## src/rtl/irqc_pkg.sv

```systemverilog
package irqc_pkg;

  typedef enum logic {
    SEL_MASK = 1'b0,
    SEL_PEND = 1'b1
  } irqc_sel_e;

  typedef enum logic {
    ACK_WRITE_ONE  = 1'b0,
    ACK_WRITE_ZERO = 1'b1
  } irqc_ack_e;

endpackage

```

## src/rtl/irqc_rst_sync.sv

```systemverilog
module irqc_rst_sync (
  input  logic clk,
  input  logic arst_n,
  output logic rst_n_o
);

  logic [1:0] stage_q;

  always_ff @(posedge clk or negedge arst_n) begin
    if (!arst_n) begin
      stage_q <= 2'b00;
    end else begin
      stage_q <= {stage_q[0], 1'b1};
    end
  end

  assign rst_n_o = stage_q[1];

endmodule

```

## src/rtl/irqc_sense.sv

```systemverilog
module irqc_sense #(
  parameter int unsigned        LINES    = 32,
  parameter logic [LINES-1:0]   EDGE_SEL = '1
) (
  input  logic             clk,
  input  logic             rst_n,
  input  logic [LINES-1:0] line_i,
  output logic [LINES-1:0] req_o
);

  for (genvar i = 0; i < LINES; i++) begin : g_line
    if (EDGE_SEL[i]) begin : g_edge
      logic prev_q;
      always_ff @(posedge clk or negedge rst_n) begin
        if (!rst_n) begin
          prev_q <= 1'b0;
        end else begin
          prev_q <= line_i[i];
        end
      end
      assign req_o[i] = line_i[i] & ~prev_q;
    end else begin : g_level
      assign req_o[i] = line_i[i];
    end
  end

endmodule

```

## src/rtl/irqc_pending.sv

```systemverilog
module irqc_pending
  import irqc_pkg::*;
#(
  parameter int unsigned LINES    = 32,
  parameter irqc_ack_e   ACK_MODE = ACK_WRITE_ONE
) (
  input  logic             clk,
  input  logic             rst_n,
  input  logic [LINES-1:0] req_i,
  input  logic             ack_we_i,
  input  logic [LINES-1:0] ack_data_i,
  output logic [LINES-1:0] pend_o
);

  logic [LINES-1:0] pend_q, pend_d, clr_vec;
  logic             armed_q;

  if (ACK_MODE == ACK_WRITE_ONE) begin : g_ack_one
    assign clr_vec = ack_we_i ? ack_data_i : '0;
  end else begin : g_ack_zero
    assign clr_vec = ack_we_i ? ~ack_data_i : '0;
  end

  always_comb begin
    pend_d = (pend_q & ~clr_vec) | req_i;
  end

  always_ff @(posedge clk or negedge rst_n) begin
    if (!rst_n) begin
      pend_q  <= '0;
      armed_q <= 1'b0;
    end else begin
      pend_q  <= pend_d;
      armed_q <= 1'b1;
    end
  end

  assign pend_o = pend_q;

  AST_REQ_WINS: assert property (@(posedge clk) disable iff (!rst_n)
    armed_q |=> ((pend_q & $past(req_i)) == $past(req_i)));

  AST_NO_SPURIOUS_SET: assert property (@(posedge clk) disable iff (!rst_n)
    armed_q |=> ((pend_q & ~$past(pend_q) & ~$past(req_i)) == '0));

  AST_STICKY: assert property (@(posedge clk) disable iff (!rst_n)
    (armed_q && !ack_we_i) |=> (($past(pend_q) & ~pend_q) == '0));

  if (ACK_MODE == ACK_WRITE_ONE) begin : g_chk_one
    AST_ACK_ONE: assert property (@(posedge clk) disable iff (!rst_n)
      (armed_q && ack_we_i) |=>
        ((pend_q & $past(ack_data_i) & ~$past(req_i)) == '0));
  end else begin : g_chk_zero
    AST_ACK_ZERO: assert property (@(posedge clk) disable iff (!rst_n)
      (armed_q && ack_we_i) |=>
        ((pend_q & ~$past(ack_data_i) & ~$past(req_i)) == '0));
  end

endmodule

```

## src/rtl/irq_ctrl.sv

```systemverilog
module irq_ctrl
  import irqc_pkg::*;
#(
  parameter int unsigned      LINES    = 32,
  parameter logic [LINES-1:0] EDGE_SEL = 32'h0000_FFFF,
  parameter irqc_ack_e        ACK_MODE = ACK_WRITE_ONE
) (
  input  logic             clk,
  input  logic             rst_n,
  input  logic [LINES-1:0] irq_in,
  input  logic             reg_sel,
  input  logic             reg_we,
  input  logic [LINES-1:0] reg_wdata,
  output logic [LINES-1:0] reg_rdata,
  output logic             core_irq
);

  logic             rst_n_s;
  logic [LINES-1:0] req, pend, mask_q, mask_d;
  logic             mask_we, pend_we;
  logic             irq_q, irq_d;

  irqc_rst_sync u_rst (
    .clk     (clk),
    .arst_n  (rst_n),
    .rst_n_o (rst_n_s)
  );

  irqc_sense #(.LINES(LINES), .EDGE_SEL(EDGE_SEL)) u_sense (
    .clk    (clk),
    .rst_n  (rst_n_s),
    .line_i (irq_in),
    .req_o  (req)
  );

  assign mask_we = reg_we && (reg_sel == SEL_MASK);
  assign pend_we = reg_we && (reg_sel == SEL_PEND);

  irqc_pending #(.LINES(LINES), .ACK_MODE(ACK_MODE)) u_pend (
    .clk        (clk),
    .rst_n      (rst_n_s),
    .req_i      (req),
    .ack_we_i   (pend_we),
    .ack_data_i (reg_wdata),
    .pend_o     (pend)
  );

  always_comb begin
    mask_d = mask_q;
    if (mask_we) begin
      mask_d = reg_wdata;
    end
    irq_d = |(pend & mask_q);
  end

  always_ff @(posedge clk or negedge rst_n_s) begin
    if (!rst_n_s) begin
      mask_q <= '0;
      irq_q  <= 1'b0;
    end else begin
      mask_q <= mask_d;
      irq_q  <= irq_d;
    end
  end

  always_comb begin
    case (reg_sel)
      SEL_MASK: reg_rdata = mask_q;
      default:  reg_rdata = pend;
    endcase
  end

  assign core_irq = irq_q;

  AST_MASK_HOLD: assert property (@(posedge clk) disable iff (!rst_n_s)
    !mask_we |=> $stable(mask_q));

  AST_MASK_LOAD: assert property (@(posedge clk) disable iff (!rst_n_s)
    mask_we |=> (reg_rdata == $past(reg_wdata) || reg_sel != SEL_MASK));

  AST_IRQ_FIRE: assert property (@(posedge clk) disable iff (!rst_n_s)
    ((pend & mask_q) != '0) |=> core_irq);

  AST_IRQ_QUIET: assert property (@(posedge clk) disable iff (!rst_n_s)
    ((pend & mask_q) == '0) |=> !core_irq);

endmodule

```

## config.mk

```make
export PLATFORM = sky130hd
export DESIGN_NAME = irq_ctrl
export DESIGN_NICKNAME = d
export VERILOG_FILES = /design/src/rtl/irqc_pkg.sv /design/src/rtl/irqc_rst_sync.sv /design/src/rtl/irqc_sense.sv /design/src/rtl/irqc_pending.sv /design/src/rtl/irq_ctrl.sv
export SDC_FILE = /design/constraint.sdc
export NUM_CORES = 1
export LEC_CHECK = 0
export ABC_AREA = 1
export ABC_CLOCK_PERIOD_IN_PS = 3510
export BUFFER_PORTS_ARGS = -buffer_cell sky130_fd_sc_hd__clkbuf_2
export CAP_MARGIN = 15
export CORE_ASPECT_RATIO = 0.7
export CORE_MARGIN = 2
export CORE_UTILIZATION = 30
export CTS_BUF_LIST = sky130_fd_sc_hd__clkbuf_16
export CTS_CLUSTER_SIZE = 12
export DETAILED_ROUTE_END_ITERATION = 12
export PLACE_DENSITY_LB_ADDON = 0.3
export SYNTH_ARGS = -nofsm -noshare
export SYNTH_HDL_FRONTEND = slang
export SYNTH_SLANG_ARGS = --single-unit
```

## constraint.sdc

```tcl
create_clock -name clk -period 3.51 [get_ports clk]
set_clock_uncertainty 0.2 [all_clocks]
set_input_delay 0.1755 -clock clk [delete_from_list [all_inputs] [get_ports clk]]
set_output_delay 0.1755 -clock clk [all_outputs]
set_load 0.03 [all_outputs]
```

==> flow_metrics.env, run 1 <==
export IMPL_drtIter0Drc=154
export IMPL_ir_worst_vdd_mv=0.255
export IMPL_path_class="primary input to flip-flop"
export IMPL_reg2regPathDepth=3
export IMPL_clkTransAtPathRegs_ns=0.06
export IMPL_fin_hold_ws_ns=0.0663
export IMPL_rrSetupSlack_ns=2.06
export IMPL_fin_crit_sh=0.676
export IMPL_power_per_cell_area_nw_per_um2=474
export IMPL_initial_core_util=0.306
export IMPL_postCtsSetupRepairBufs=0
export IMPL_fmax_mhz=422
export IMPL_core_um2=12400
export IMPL_antenna_found_initial=0
export IMPL_final_hold_violation_count=0
export IMPL_hp_class="flip-flop to async pin"
export IMPL_synth_cells=454
export IMPL_clkSinkCount=83
export IMPL_ys_seq_area_frac=0.549
export IMPL_grt_pass1_vias=3425
export IMPL_rr_endpoint="u_pend.pend_o[19]"
export IMPL_routed_wirelength_um=9760
export IMPL_place_ws_ns=1.06
export IMPL_ff_latch_area_um2=2080
export IMPL_syn_area_per_cell_um2=8.34
export IMPL_dp_hpwl_um=6300
export IMPL_grt_first_pass_wirelength_um=16300
export IMPL_crit_buf_inv=2
export IMPL_first_pass_iters=4
export IMPL_startpoint_type="primary input"
export IMPL_die_area_um2=13500
export IMPL_n_antenna_cell=0
export IMPL_track_usage=0.151
export IMPL_maxCapViolCount=0
export IMPL_numPlacedInstances=700
export IMPL_tns_ns=0
export IMPL_crit_fanout=34
export IMPL_p_leak_nw=2.87
export IMPL_gp_congestion=0.748
export IMPL_grt_max_degree=82
export IMPL_worst_skew_pair_late_latency_ns=0.34
export IMPL_yosysWarnings=0
export IMPL_numCtsBuffers=9
export IMPL_vias=3337
export IMPL_path_cells="clkbuf_2 > nand2_2 > o21ai_1 > nand2_1 > dlygate4sd3_1"
export IMPL_cts_htree_levels=3
export IMPL_num_fill_cells=1199
export IMPL_status="completed"
export IMPL_required_ns=3.52
export IMPL_cts_root_buffer="clkbuf_16"
export IMPL_io_buffers=100
export IMPL_layoutNonFillerInstCount=799
export IMPL_route_detailed_drc=0
export IMPL_ant_nets=0
export IMPL_finalSetupViolCount=0
export IMPL_critPathMaxStageDelay_ns=0.65
export IMPL_yosys_cell_types_count=13
export IMPL_tightest_slew_ns=0.898
export IMPL_rows=34
export IMPL_die_height_um=98.0
export IMPL_end_kind="flip-flop"
export IMPL_cp_slowest_cell="nand2_2"
export IMPL_layout_setup_ws_ns=1.14
export IMPL_drive_above_1_share=0.248
export IMPL_syn_area_um2=3790
export IMPL_final_cell_mix="189 x nand2_1, 100 x clkbuf_2, 82 x dfrtp_1, 82 x dlygate4sd3_1, 65 x inv_1"
export IMPL_layout_commonest_cell="nand2_1"
export IMPL_worstPathArrival_ns=2.39
export IMPL_multi_input_area_um2=1340
export IMPL_ys_seq_elements=83
export IMPL_min_period_ns=2.37
export IMPL_nets=700
export IMPL_cp_top_family="buffers and inverters"
export IMPL_rsz0062_at_grt="false"
export IMPL_crit_reg2reg_launch="u_pend.pend_o[19]"
export IMPL_overflow=0
export IMPL_wl_per_cell_um=12.2
export IMPL_viasPerCell=4.18
export IMPL_utilization=0.446
export IMPL_io_pins=101
export IMPL_max_slew_margin=0.401
export IMPL_syn_num_nets=522
export IMPL_cts_tree="built"
export IMPL_die_w_um=138
export IMPL_final_max_slew_viol_count=0
export IMPL_syn2layout_area_growth_pct=46.0
export IMPL_cts_max_path_buffers=2
cell families after synthesis:
group,Yosys count,synth area share
other,1,0.000990
flip-flops,83,0.549
AO/OA/AOI/OAI,80,0.137
buffers and inverters,81,0.0978
AND/OR/NAND/NOR,209,0.215
per-stage QoR:
step / power (mW) / area [um2]
after floorplan: 1.44 / 3790
after CTS: 2.66 / 5500
after global placement: 1.57 / 4370
final: 2.62 / 5530
after detailed placement: 1.58 / 4370
after global routing: 2.77 / 5530
cells in the mapped netlist, drive strengths merged:
master,instances,share of area
dfrtp,83,0.55
o21ai,80,0.14
inv,65,0.065
nor2,10,0.0099
nand2,199,0.21
buf,16,0.033
conb,1,0.00099
report_power, final:
part           switching, mW  internal (mW)  leakage [nW]
logic                  0.306          0.215          1.79
clock network          0.368          0.614         0.152
registers             0.0705           1.05         0.932
total                  0.744           1.87          2.87
registers in the layout (all words and copies together) (netlist names):
register and cells:
u_rst.stage_q 2, mask_q 32, u_sense.g_line.g_edge.prev_q 16, core_irq 1
u_pend.pend_o 32
metal layers:
metal	track usage	share of wire
met3	0.0441	0.052
met2	0.232	0.44
met5	0	0
met4	0.0455	0.014
met1	0.208	0.49
worst max-delay path by stage:
stage / startpoint / endpoint / slack [ns] / cells after the start
floorplan: u_rst.stage_q[1] / core_irq / 0.83 / 0
global placement: reg_sel / mask_q[24] / 1.11 / 5
detailed placement: reg_sel / mask_q[11] / 1.06 / 5
CTS: reg_sel / u_pend.pend_o[22] / 1.14 / 5
global route: reg_sel / u_pend.pend_o[27] / 0.93 / 5
finish: reg_sel / u_pend.pend_o[22] / 1.14 / 5
timing repair:
item,in CTS,in global routing
endpoints found under the hold margin,82,0
hold buffers,82,0
resized for setup,0,0
setup endpoints to repair,0,0
cell type report:
type / instances / share of cell area
Clock buffer: 9 / 0.0408
Clock inverter: 7 / 0.0152
Inverter: 65 / 0.0446
Multi-Input combinational cell: 290 / 0.242
Sequential cell: 83 / 0.377
Tap cell: 162 / 0.0367
Timing Repair Buffer: 183 / 0.244
Power figures use the tool's default switching activity.
==> run 2, diff against run 1 <==
- ABC_CLOCK_PERIOD_IN_PS: 3510 -> 2400
- clock period: 3.51 -> 2.4 ns (I/O delays scaled with it)
==> flow_metrics.env, run 2 (synthesis gave the netlist of run 1 again) <==
export IMPL_drtIter0Drc=136
export IMPL_status="completed"
export IMPL_postCtsSetupRepairBufs=0
export IMPL_power_switching_mw=1.10
export IMPL_maxCapViolCount=0
export IMPL_first_pass_iters=4
export IMPL_cts_resized=0
export IMPL_hp_class="flip-flop to async pin"
export IMPL_grt_first_pass_wirelength_um=16600
export IMPL_pwr_share_seq=0.424
export IMPL_path_class="primary input to flip-flop"
export IMPL_numPlacedInstances=706
export IMPL_routed_wirelength_um=10000
export IMPL_syn2layout_area_growth_pct=47.4
export IMPL_crit_fanout=21
export IMPL_power_per_cell_area_nw_per_um2=690
export IMPL_cts_max_path_buffers=2
export IMPL_cts_root_buffer="clkbuf_16"
export IMPL_track_usage=0.153
export IMPL_drive_above_1_share=0.254
export IMPL_gp_congestion=0.838
export IMPL_final_cell_mix="189 x nand2_1, 100 x clkbuf_2, 82 x dfrtp_1, 82 x dlygate4sd3_1, 65 x inv_1"
export IMPL_io_pins=101
export IMPL_clkSinkCount=83
export IMPL_vias=3436
export IMPL_fin_crit_sh=0.691
export IMPL_finalSetupViolCount=0
export IMPL_rsz0062_at_grt="false"
export IMPL_grt_pass1_vias=3410
export IMPL_numCtsBuffers=9
export IMPL_layout_commonest_cell="nand2_1"
export IMPL_dp_hpwl_um=6870
export IMPL_final_max_slew_viol_count=0
export IMPL_overflow=0
export IMPL_p_sw_frac=0.286
export IMPL_viasPerCell=4.27
export IMPL_tns_ns=0
export IMPL_power_internal_mw=2.75
export IMPL_layoutNonFillerInstCount=804
export IMPL_ir_worst_vdd_mv=0.488
export IMPL_clkTransAtPathRegs_ns=0.06
export IMPL_required_ns=2.42
export IMPL_die_w_um=138
export IMPL_die_height_um=98.0
export IMPL_antenna_found_initial=0
export IMPL_initial_core_util=0.306
export IMPL_fmax_mhz=603
export IMPL_cts_tree="built"
export IMPL_startpoint_type="primary input"
export IMPL_p_leak_nw=2.90
export IMPL_pwr_share_comb=0.201
export IMPL_route_detailed_drc=0
export IMPL_wl_per_cell_um=12.5
export IMPL_die_area_um2=13500
export IMPL_io_buffers=100
export IMPL_hold_buffers=82
export IMPL_final_hold_violation_count=0
export IMPL_min_period_ns=1.66
export IMPL_nets=705
export IMPL_clockPowerShare=0.374
export IMPL_ant_nets=0
export IMPL_fin_area_um2=5580
export IMPL_worstPathArrival_ns=1.67
export IMPL_end_kind="flip-flop"
export IMPL_worst_skew_pair_late_latency_ns=0.34
export IMPL_postPlaceCellArea_um2=4450
export IMPL_rows=34
export IMPL_n_antenna_cell=0
export IMPL_cts_htree_levels=3
export IMPL_reg2regPathDepth=3
export IMPL_grt_max_degree=52
export IMPL_core_um2=12400
==> run 2: path summary, 6_finish.rpt <==
kind | startpoint | to | slack, ns
worst max-delay path | reg_sel | u_pend.pend_o[22] | 0.74
worst min-delay path | u_rst.stage_q[1] | u_sense.g_line[5].g_edge.prev_q | 0.07
worst max register to register | u_pend.pend_o[16] | u_pend.pend_o[16] | 0.97
worst min register to register | u_rst.stage_q[1] | u_sense.g_line[5].g_edge.prev_q | 0.07
max in group asynchronous | u_rst.stage_q[1] | mask_q[21] | 1.28
min in group clk | reg_we | mask_q[3] | 0.14
==> run 2: worst max-delay path, cell delays in order <==
cell and delay [ns]:
clkbuf_2 0.26, nand2_2 0.28, buf_12 0.25, o21ai_1 0.12, nand2_1 0.07, dlygate4sd3_1 0.56
==> run 2: power by group through the flow <==
stage / Sequential [mW] / Clock (mW) / Combinational, mW
after floorplan: 1.64 / 0 / 0.462
after global placement: 1.65 / 0 / 0.668
after detailed placement: 1.66 / 0 / 0.678
after CTS: 1.63 / 1.48 / 0.784
after global routing: 1.65 / 1.54 / 0.864
final: 1.63 / 1.44 / 0.775
==> run 2: metal layers <==
| metal | track usage | routed length [um] | share of wire | up-vias |
|---|---|---|---|---|
| li1 | - | - | - | 1743 |
| met1 | 0.208 | 4950 | 0.49 | 1588 |
| met2 | 0.240 | 4480 | 0.45 | 90 |
| met3 | 0.0466 | 479 | 0.048 | 15 |
| met4 | 0.0400 | 124 | 0.012 | 0 |
| met5 | 0 | 0 | 0 | - |
==> run 2: area by class of cell <==
| class | instances | area [um2] |
|---|---|---|
| fillers | 1207 | 6800 |
| flip-flops and latches | 83 | 2080 |
| repair buffers | 188 | 1400 |
| multi-input cells | 290 | 1340 |
| inverters | 65 | 246 |
| clock buffers | 9 | 225 |
| well taps | 162 | 203 |
| clock inverters | 7 | 83.8 |
==> run 2: metrics by stage <==
step                setup slack (ns)  utilization  power, mW  hold WS (ns)
global route                   0.640        0.451       4.06         0.110
floorplan                      0.795            -       2.10        -0.376
detailed placement             0.753        0.360       2.34        -0.290
CTS                            0.756        0.451       3.90        0.0915
global placement               0.799        0.360       2.32        -0.293
finish                         0.742        0.451       3.85        0.0677
